--- config.mk ---
export PLATFORM = sky130hd
export DESIGN_NAME = spi_sclk_cs_gen
export DESIGN_NICKNAME = d
export VERILOG_FILES = /design/src/rtl/sclkgen_pkg.sv /design/src/rtl/sclkgen_cfg_store.sv /design/src/rtl/sclkgen_rate_acc.sv /design/src/rtl/sclkgen_seq.sv /design/src/rtl/spi_sclk_cs_gen.sv
export SDC_FILE = /design/constraint.sdc
export NUM_CORES = 1
export LEC_CHECK = 0
export ABC_AREA = 1
export CELL_PAD_IN_SITES_DETAIL_PLACEMENT = 2
export CELL_PAD_IN_SITES_GLOBAL_PLACEMENT = 2
export CORE_MARGIN = 10
export CORE_UTILIZATION = 35
export CTS_CLUSTER_SIZE = 40
export DETAILED_ROUTE_END_ITERATION = 8
export DONT_BUFFER_PORTS = 1
export PLACE_DENSITY_LB_ADDON = 0.1
export SLEW_MARGIN = 20
export SYNTH_ARGS = -nofsm -noshare
export SYNTH_HDL_FRONTEND = slang
export SYNTH_SLANG_ARGS = --single-unit
--- constraint.sdc ---
create_clock -name clk -period 2.8 [get_ports clk]
set_input_delay 0.28 -clock clk [delete_from_list [all_inputs] [get_ports clk]]
set_output_delay 0.28 -clock clk [all_outputs]
set_load 0.01 [all_outputs]
--- src/rtl/sclkgen_pkg.sv ---
package sclkgen_pkg;

    localparam int FIELD_W = 8;
    localparam int WORD_W  = 4 * FIELD_W;

    // Field order follows the word layout: rate in the top byte, gap in the bottom.
    typedef struct packed {
        logic [FIELD_W-1:0] rate;
        logic [FIELD_W-1:0] setup;
        logic [FIELD_W-1:0] hold;
        logic [FIELD_W-1:0] gap;
    } dev_param_t;

    typedef struct packed {
        logic cpol;
        logic cpha;
    } dev_mode_t;

    typedef enum logic [2:0] {
        ST_IDLE,
        ST_SETUP,
        ST_CLOCK,
        ST_HOLD,
        ST_GAP
    } seq_state_t;

    // A zero code would never carry out of the accumulator; run it as the slowest code.
    function automatic logic [FIELD_W-1:0] eff_rate(input logic [FIELD_W-1:0] code);
        return (code == '0) ? FIELD_W'(1) : code;
    endfunction

    function automatic dev_param_t unpack_param(input logic [WORD_W-1:0] word);
        return dev_param_t'(word);
    endfunction

endpackage

--- src/rtl/sclkgen_cfg_store.sv ---
module sclkgen_cfg_store
    import sclkgen_pkg::*;
#(
    parameter int NDEV  = 8,
    parameter int SEL_W = (NDEV > 1) ? $clog2(NDEV) : 1
) (
    input  logic              clk,
    input  logic              rst,
    input  logic              param_we,
    input  logic [SEL_W-1:0]  param_addr,
    input  logic [WORD_W-1:0] param_wdata,
    input  logic              mode_we,
    input  logic [SEL_W-1:0]  mode_addr,
    input  logic              mode_cpol,
    input  logic              mode_cpha,
    input  logic [SEL_W-1:0]  rd_sel,
    output dev_param_t        rd_param,
    output dev_mode_t         rd_mode
);

    dev_param_t param_tbl [NDEV];
    dev_mode_t  mode_tbl  [NDEV];

    for (genvar g = 0; g < NDEV; g++) begin : g_dev
        logic       p_hit;
        logic       m_hit;
        dev_param_t p_q;
        dev_mode_t  m_q;

        assign p_hit = param_we && (param_addr == SEL_W'(g));
        assign m_hit = mode_we  && (mode_addr  == SEL_W'(g));

        always_ff @(posedge clk) begin
            if (rst) begin
                p_q <= '0;
                m_q <= '0;
            end else begin
                if (p_hit) begin
                    p_q <= unpack_param(param_wdata);
                end
                if (m_hit) begin
                    m_q.cpol <= mode_cpol;
                    m_q.cpha <= mode_cpha;
                end
            end
        end

        assign param_tbl[g] = p_q;
        assign mode_tbl[g]  = m_q;
    end

    always_comb begin
        rd_param = '0;
        rd_mode  = '0;
        for (int i = 0; i < NDEV; i++) begin
            if (rd_sel == SEL_W'(i)) begin
                rd_param = param_tbl[i];
                rd_mode  = mode_tbl[i];
            end
        end
    end

endmodule

--- src/rtl/sclkgen_rate_acc.sv ---
module sclkgen_rate_acc #(
    parameter int ACC_W = 8
) (
    input  logic             clk,
    input  logic             rst,
    input  logic             run,
    input  logic [ACC_W-1:0] rate,
    output logic             wrap
);

    logic [ACC_W-1:0] acc_q;
    logic [ACC_W:0]   sum;

    assign sum  = {1'b0, acc_q} + {1'b0, rate};
    assign wrap = run && sum[ACC_W];

    always_ff @(posedge clk) begin
        if (rst) begin
            acc_q <= '0;
        end else if (!run) begin
            acc_q <= '0;
        end else begin
            acc_q <= sum[ACC_W-1:0];
        end
    end

endmodule

--- src/rtl/sclkgen_seq.sv ---
module sclkgen_seq
    import sclkgen_pkg::*;
#(
    parameter int NDEV   = 8,
    parameter int BITS_W = 16,
    parameter int SEL_W  = (NDEV > 1) ? $clog2(NDEV) : 1
) (
    input  logic               clk,
    input  logic               rst,
    input  logic               start,
    input  logic [SEL_W-1:0]   dev_sel,
    input  logic [BITS_W-1:0]  xfer_bits,
    input  dev_param_t         sel_param,
    input  dev_mode_t          sel_mode,
    input  logic               wrap,
    output logic               run,
    output logic [FIELD_W-1:0] rate,
    output logic               ready,
    output logic               sclk,
    output logic [NDEV-1:0]    cs_n,
    output logic               launch_stb,
    output logic               capture_stb
);

    localparam int EDGE_W = BITS_W + 1;
    localparam logic [EDGE_W-1:0]  EDGE_ONE = EDGE_W'(1);
    localparam logic [FIELD_W-1:0] CNT_ONE  = FIELD_W'(1);

    seq_state_t         state_q;
    logic [FIELD_W-1:0] cnt_q;
    logic [EDGE_W-1:0]  edges_q;
    logic [BITS_W-1:0]  bits_q;
    dev_param_t         cur_q;
    dev_mode_t          mode_q;
    logic               sclk_q;
    logic [NDEV-1:0]    cs_n_q;
    logic               launch_q;
    logic               cap_q;

    logic               leading;
    logic               last_edge;

    // The toggle about to happen is odd-numbered when an even count has been made so far.
    assign leading   = ~edges_q[0];
    assign last_edge = wrap && ((edges_q + EDGE_ONE) == {bits_q, 1'b0});

    always_ff @(posedge clk) begin
        if (rst) begin
            state_q  <= ST_IDLE;
            cnt_q    <= '0;
            edges_q  <= '0;
            bits_q   <= '0;
            cur_q    <= '0;
            mode_q   <= '0;
            sclk_q   <= 1'b0;
            cs_n_q   <= '1;
            launch_q <= 1'b0;
            cap_q    <= 1'b0;
        end else begin
            launch_q <= 1'b0;
            cap_q    <= 1'b0;
            unique case (state_q)
                ST_IDLE: begin
                    sclk_q <= sel_mode.cpol;
                    if (start) begin
                        cur_q        <= sel_param;
                        cur_q.rate   <= eff_rate(sel_param.rate);
                        mode_q       <= sel_mode;
                        bits_q       <= xfer_bits;
                        cnt_q        <= '0;
                        cs_n_q       <= '1;
                        cs_n_q[dev_sel] <= 1'b0;
                        state_q      <= ST_SETUP;
                    end
                end
                ST_SETUP: begin
                    if (cnt_q == cur_q.setup) begin
                        cnt_q   <= '0;
                        edges_q <= '0;
                        state_q <= (bits_q == '0) ? ST_HOLD : ST_CLOCK;
                    end else begin
                        cnt_q <= cnt_q + CNT_ONE;
                    end
                end
                ST_CLOCK: begin
                    if (wrap) begin
                        sclk_q  <= ~sclk_q;
                        edges_q <= edges_q + EDGE_ONE;
                        if (mode_q.cpha) begin
                            launch_q <= leading;
                            cap_q    <= ~leading;
                        end else begin
                            cap_q    <= leading;
                            launch_q <= ~leading && !last_edge;
                        end
                        if (last_edge) begin
                            cnt_q   <= '0;
                            state_q <= ST_HOLD;
                        end
                    end
                end
                ST_HOLD: begin
                    if (cnt_q == cur_q.hold) begin
                        cnt_q   <= '0;
                        cs_n_q  <= '1;
                        state_q <= ST_GAP;
                    end else begin
                        cnt_q <= cnt_q + CNT_ONE;
                    end
                end
                ST_GAP: begin
                    if (cnt_q == cur_q.gap) begin
                        cnt_q   <= '0;
                        state_q <= ST_IDLE;
                    end else begin
                        cnt_q <= cnt_q + CNT_ONE;
                    end
                end
                default: state_q <= ST_IDLE;
            endcase
        end
    end

    assign run         = (state_q == ST_CLOCK);
    assign rate        = cur_q.rate;
    assign ready       = (state_q == ST_IDLE);
    assign sclk        = sclk_q;
    assign cs_n        = cs_n_q;
    assign launch_stb  = launch_q;
    assign capture_stb = cap_q;

endmodule

--- src/rtl/spi_sclk_cs_gen.sv ---
module spi_sclk_cs_gen
    import sclkgen_pkg::*;
#(
    parameter int NDEV   = 8,
    parameter int BITS_W = 16,
    parameter int SEL_W  = (NDEV > 1) ? $clog2(NDEV) : 1
) (
    input  logic              clk,
    input  logic              rst,
    input  logic              param_we,
    input  logic [SEL_W-1:0]  param_addr,
    input  logic [WORD_W-1:0] param_wdata,
    input  logic              mode_we,
    input  logic [SEL_W-1:0]  mode_addr,
    input  logic              mode_cpol,
    input  logic              mode_cpha,
    input  logic              start,
    input  logic [SEL_W-1:0]  dev_sel,
    input  logic [BITS_W-1:0] xfer_bits,
    output logic              ready,
    output logic              sclk,
    output logic [NDEV-1:0]   cs_n,
    output logic              launch_stb,
    output logic              capture_stb
);

    dev_param_t         sel_param;
    dev_mode_t          sel_mode;
    logic               acc_run;
    logic               acc_wrap;
    logic [FIELD_W-1:0] acc_rate;

    sclkgen_cfg_store #(
        .NDEV  (NDEV),
        .SEL_W (SEL_W)
    ) u_store (
        .clk         (clk),
        .rst         (rst),
        .param_we    (param_we),
        .param_addr  (param_addr),
        .param_wdata (param_wdata),
        .mode_we     (mode_we),
        .mode_addr   (mode_addr),
        .mode_cpol   (mode_cpol),
        .mode_cpha   (mode_cpha),
        .rd_sel      (dev_sel),
        .rd_param    (sel_param),
        .rd_mode     (sel_mode)
    );

    sclkgen_rate_acc #(
        .ACC_W (FIELD_W)
    ) u_acc (
        .clk  (clk),
        .rst  (rst),
        .run  (acc_run),
        .rate (acc_rate),
        .wrap (acc_wrap)
    );

    sclkgen_seq #(
        .NDEV   (NDEV),
        .BITS_W (BITS_W),
        .SEL_W  (SEL_W)
    ) u_seq (
        .clk         (clk),
        .rst         (rst),
        .start       (start),
        .dev_sel     (dev_sel),
        .xfer_bits   (xfer_bits),
        .sel_param   (sel_param),
        .sel_mode    (sel_mode),
        .wrap        (acc_wrap),
        .run         (acc_run),
        .rate        (acc_rate),
        .ready       (ready),
        .sclk        (sclk),
        .cs_n        (cs_n),
        .launch_stb  (launch_stb),
        .capture_stb (capture_stb)
    );

endmodule

# Yosys cells after proc, flatten, opt, wreduce, memory -nomap -nowiden
# Index checks and enable logic that the tools add are counted.
[word_totals]
reg_bits = 368
elab_cells = 190
[classes]
add_sub_neg = 3
n_lt_le_gt_ge = 2
n_eq_ne = 35
mux = 44
bitwise_logic = 5
n_reduce_logical = 39
[ops]
columns = ["cell", "count"]
rows = [
  ["$mux W32", 8],
  ["$mux W8", 9],
  ["$pmux W8 S5", 1],
  ["$eq A3 B3 Y1 const B", 13],
  ["$mux W17", 2],
  ["$pmux W17 S2", 1],
  ["$eq A3 B2 Y1 const B", 8],
  ["$eq A8 B8 Y1", 3],
  ["$logic_and A1 B1 Y1", 20],
  ["$mux W3", 6],
  ["$add A17 B1 Y17 const B", 1],
  ["$eq A17 B17 Y1", 1],
  ["$logic_not A16 Y1", 1],
  ["$mux W2", 8],
  ["$pmux W8 S2", 1],
  ["$pmux W3 S5", 1],
  ["$eq A3 B1 Y1 const B", 4],
  ["$logic_not A3 Y1", 4],
  ["$ne A2 B1 Y1 const B", 5],
  ["$add A8 B8 Y9", 1],
  ["$add A8 B1 Y8 const B", 1],
  ["$logic_not A8 Y1", 1],
  ["$not A8 Y8", 1],
  ["$reduce_and A3 Y1", 2],
  ["15 further kinds", 25],
]

# Logic depth before layout (Yosys ltp)
[depth]
word_depth = 11
mapped_depth = 17
depth_no_buf = 17

# Modules after synthesis
# A second synthesis with hierarchy kept.
[unflattened]
hier_cells = 2473
hier_area_um2 = 17121.4
[by_module_without_submodules]
columns = ["mod", "n_inst", "cells_per_inst", "area_each_um2", "seq_area_each_um2"]
rows = [
  ["sclkgen_cfg_store", 1, 1686, 11820.1, 5445.2],
  ["sclkgen_seq", 1, 699, 4697.0, 1761.7],
  ["sclkgen_rate_acc", 1, 88, 604.3, 160.2],
]

# Least setup slack after synthesis
# No wires, ideal clock.
[synth_path]
kind = "register to register"
startpoint = "register, netlist name u_seq.rate[0]"
endpoint = "register u_seq.edges_q[10]"
t_arrival_ps = 1946
setup_slack_ps = 775
stages_incl_launch_ff = 11
n_path_buf = 1
synth_period_minus_slack_ps = 2025
cell_sequence = "dfxtp_1 ha_1 fa_1 nand3_1 nand2_1 nand4_1 nand3_1 nand3_1 nand2_1 buf_2 a22oi_1"
[synth_via]
elab_chain_len = 4
[synth_rtl]
columns = ["item", "line_no", "rtl"]
rows = [
  ["$add A8 B8 Y9", "sclkgen_rate_acc.sv:14", "assign sum = {1'b0, acc_q} + {1'b0, rate};"],
  ["$logic_and A1 B1 Y1", "sclkgen_rate_acc.sv:15", "assign wrap = run && sum[ACC_W];"],
  ["$ne A2 B1 Y1 (no source line)", "-", ""],
  ["$reduce_and A3 Y1 (no source line)", "-", ""],
  ["end signal: assignment", "sclkgen_seq.sv:88", "edges_q <= edges_q + EDGE_ONE;"],
  ["end: declaration", "sclkgen_seq.sv:31", "logic [EDGE_W-1:0] edges_q;"],
]
# No other way between the ends.
# A chain may end at the register's enable or synchronous reset.

# Worst setup path after layout
[layout_path]
startpoint = "register, netlist name u_seq.rate[0]"
endpoint = "register u_seq.edges_q[14]"
[layout_via]
elab_chain_len = 4
[layout_rtl]
columns = ["item", "line_no"]
rows = [
  ["$add A8 B8 Y9", "sclkgen_rate_acc.sv:14"],
  ["$logic_and A1 B1 Y1", "sclkgen_rate_acc.sv:15"],
  ["$ne A2 B1 Y1 (no source line)", "-"],
  ["$reduce_and A3 Y1 (no source line)", "-"],
]
# No other way between the ends.

==> flow_summary_export.csv <==
group,metric,value,unit
floorplan,start_util,35.49,%
timing,max_freq,398.3,MHz
global_route,grt_max_degree,108,
global_route,grtUsageTotal,21.91,%
synthesis,syn-cell-area,0.01618,mm^2
drt,routed_wl,62160,um
timing,hold_slack,0.02172,ns
synthesis,yosys.area.top_type,"dfxtp_1",
timing,relSlewSlack,52.17,%
drt,wl_per_cell,21.40,um
synthesis,syn_nets,2347,
drt,ant_nets,0,
cells_and_area,fin_area,0.01891,mm^2
global_route,grt_pass1_vias,16973,
cells_and_area,syn2layout_area_growth,16.91,%
critical_path,r2r_start,"u_seq.rate[0]",
timing,maxSlewViolCount,0,
floorplan,coreArea,0.04558,mm^2
placement,place_area,0.01680,mm^2
drt,drc_errors,0,
power,total_leakage_power,7.647,nW
cells_and_area,n_fill_cell,5301,
floorplan,num_rows,78,
critical_path,cp-start-kind,"flop",
floorplan,pin_count,76,
critical_path,arrival,3.02,ns
synthesis,async_flop_share,0,%
hold_path,hold_path.class,"in -> reg",
drt,via_per_inst,5.348,
synthesis,synth_area_leaders,"dfxtp_1, nor2_1, o21ai_0, nand2_1, a21oi_1",
global_route,grt_pass1_wl,98440,um
critical_path,worstPathRequired,3.31,ns
synthesis,synth_ff_type,"dfxtp_1",
power,cellPowerDensity,786.1,mW/mm^2
synthesis,synth.top_cells.by_count,"nor2_1, dfxtp_1, o21ai_0",
timing,hold_viol,0,
cells_and_area,layout-drive-gt1-share,7.953,%
synthesis,yosysUniqueCellTypes,52,
flow_run,max-cap-violations,0,
timing,finalSetupViolations,0,
critical_path,setup.worst_path.class,"reg -> reg",
cts,clk_pin_slew_worst_paths,0.06,ns
cts,post_cts_buffers,0,
synthesis,yosys_warnings,0,
global_route,antenna_found_initial,6,
critical_path,r2r_setup_slack,0.29,ns
critical_path,end_kind,"flop",
synthesis,syn_inst,2272,
drt,vias,15537,
timing,finalSetupTns,0,ns
power,total_power,14.87,mW
synthesis,ys_seq_elements,368,
cts,clk_latency,0.58,ns
timing,rsz0062_at_grt,"false",
timing,worst_slew_pin_slew,0.7165,ns
power,irDropWorstVdd,0.0003998,V
drt,drtPass1Iterations,4,
cts,cts_resized,0,
floorplan,dieArea,0.05522,mm^2
synthesis,yosys.cell_count.top_type,"nor2_1",
cts,clock_path_buffers,3,
placement,hpwl,40150,um
placement,gp_congestion,0.7962,
cells_and_area,num-nets-final,2343,
hold_path,min-delay-start,"xfer_bits[2]",
cts,cts_tree,"built",
cells_and_area,utilization,41.50,%
synthesis,synth_edf_count,0,
drt,drt_iter0_markers,762,
synthesis,synth_seq_area_share,45.54,%
floorplan,die_y,235.0,um
timing,fin_skew,0.01983,ns
placement,port_buffers,0,
synthesis,synth_top_area_share,45.54,%
critical_path,crit_fanout,17,
cts,hold_buffers,52,
floorplan,fp.dieW,235.0,um
status,status,"finished, final reports clean",
cts,cts-root-buf,"clkbuf_16",
cts,numCtsBuffers,44,
cts,htreeDepth,2,
global_route,grt_overflow_total,0,
cts,cts.sinks,368,
timing,fin_crit_sh,89.67,%
synthesis,syn_avg_cell_area,7.120,um^2
timing,finalCriticalPeriod,2.511,ns
critical_path,cp-startpoint,"u_seq.rate[0]",
-- critical path: stages, from the launching register on --
cell and delay, ns:
dfxtp_1 0.31, ha_1 0.23, fa_1 0.44, nand3_1 0.10, nand2_1 0.11, nand4_1 0.13
nand3_1 0.14, nand3_1 0.18, nand2_1 0.42, o21ai_0 0.25, o21a_1 0.14
-- cells in the final DEF (no fill, tap or decap), drive strengths merged, types with 2 or more instances in the layout --
cell type,netlist,final
o22ai,29,29
clkbuf,111,62
diode,0,4
a221oi,4,4
ha,10,10
o221ai,6,6
nor4,4,4
dfxtp,368,368
nand4,39,39
o21ai,337,337
a22oi,13,13
xnor2,17,17
a211oi,2,2
clkinv,6,11
nand2,309,309
bufinv,0,7
dlygate4sd3,1,51
nand3b,3,3
xor2,7,7
nor2,464,464
nor3b,2,2
a41oi,2,2
inv,189,194
o21bai,4,4
nand3,78,78
a2bb2oi,2,2
nor3,13,13
o211ai,11,11
or2,8,8
buf,37,48
a21oi,188,188
a31oi,4,4
-- path summary, 6_finish.rpt --
check / cells past startpoint / to
hold reg to reg: 2 / u_store.g_dev[3].p_q[7]
setup / recovery: 10 / u_seq.edges_q[14]
hold / removal: 2 / u_seq.bits_q[2]
setup reg to reg: 10 / u_seq.edges_q[14]
-- area by class of cell --
cell class / count / area (um^2) / area share, %
inverter: 195 / 737.0 / 3.897
timing repair buffer: 99 / 933.4 / 4.935
clock buffer: 62 / 1279 / 6.762
tap: 600 / 750.7 / 3.970
sequential: 368 / 7367 / 38.95
clock inverter: 17 / 294.0 / 1.555
antenna: 4 / 10.01 / 0.05293
multi-input combinational: 1560 / 7541 / 39.87
-- metrics by stage --
stage	cells	setup WS, ns
after floorplan	2272	0.7749
after CTS	2901	0.2819
after global placement	2770	0.3645
after global routing	2905	0.08469
after detailed placement	2770	0.3010
final	2905	0.2891
-- layer usage --
layer / GRT usage (%) / wire, um / up-vias
met1: 26.23 / 27230 / 7828
met2: 39.95 / 31910 / 165
li1: - / - / 7442
met3: 3.113 / 1652 / 98
met5: 0 / 25 / -
met4: 5.848 / 1348 / 4
-- state kept, by name (all words and copies together), names as in the netlist --
signal / flops
u_acc.acc_q: 8
u_seq.bits_q: 16
u_seq.capture_stb: 1
u_seq.cnt_q: 8
u_seq.cs_n: 8
u_seq.cur_q: 24
u_seq.edges_q: 17
u_seq.launch_stb: 1
u_seq.mode_q: 1
u_seq.rate: 8
u_seq.sclk: 1
u_seq.state_q: 3
u_store.g_dev.m_q: 16
u_store.g_dev.p_q: 256
-- cells by family (layout without fill, tap and decap cells) --
logic type / Yosys count / count (layout) / share of synthesized area (%)
other cells: 0 / 4 / 0
compound gates: 605 / 605 / 19.86
xor+xnor: 24 / 24 / 1.346
fa+ha+maj: 11 / 11 / 0.8972
simple gates: 920 / 920 / 24.19
buf+inv: 344 / 373 / 8.160
flops: 368 / 368 / 45.54
-- power by group --
group | internal (mW) | switching [mW]
combinational | 0.809 | 1.76
clock | 3.84 | 2.41
sequential | 5.67 | 0.380
Note: power is estimated with default switching activity, not from simulation.
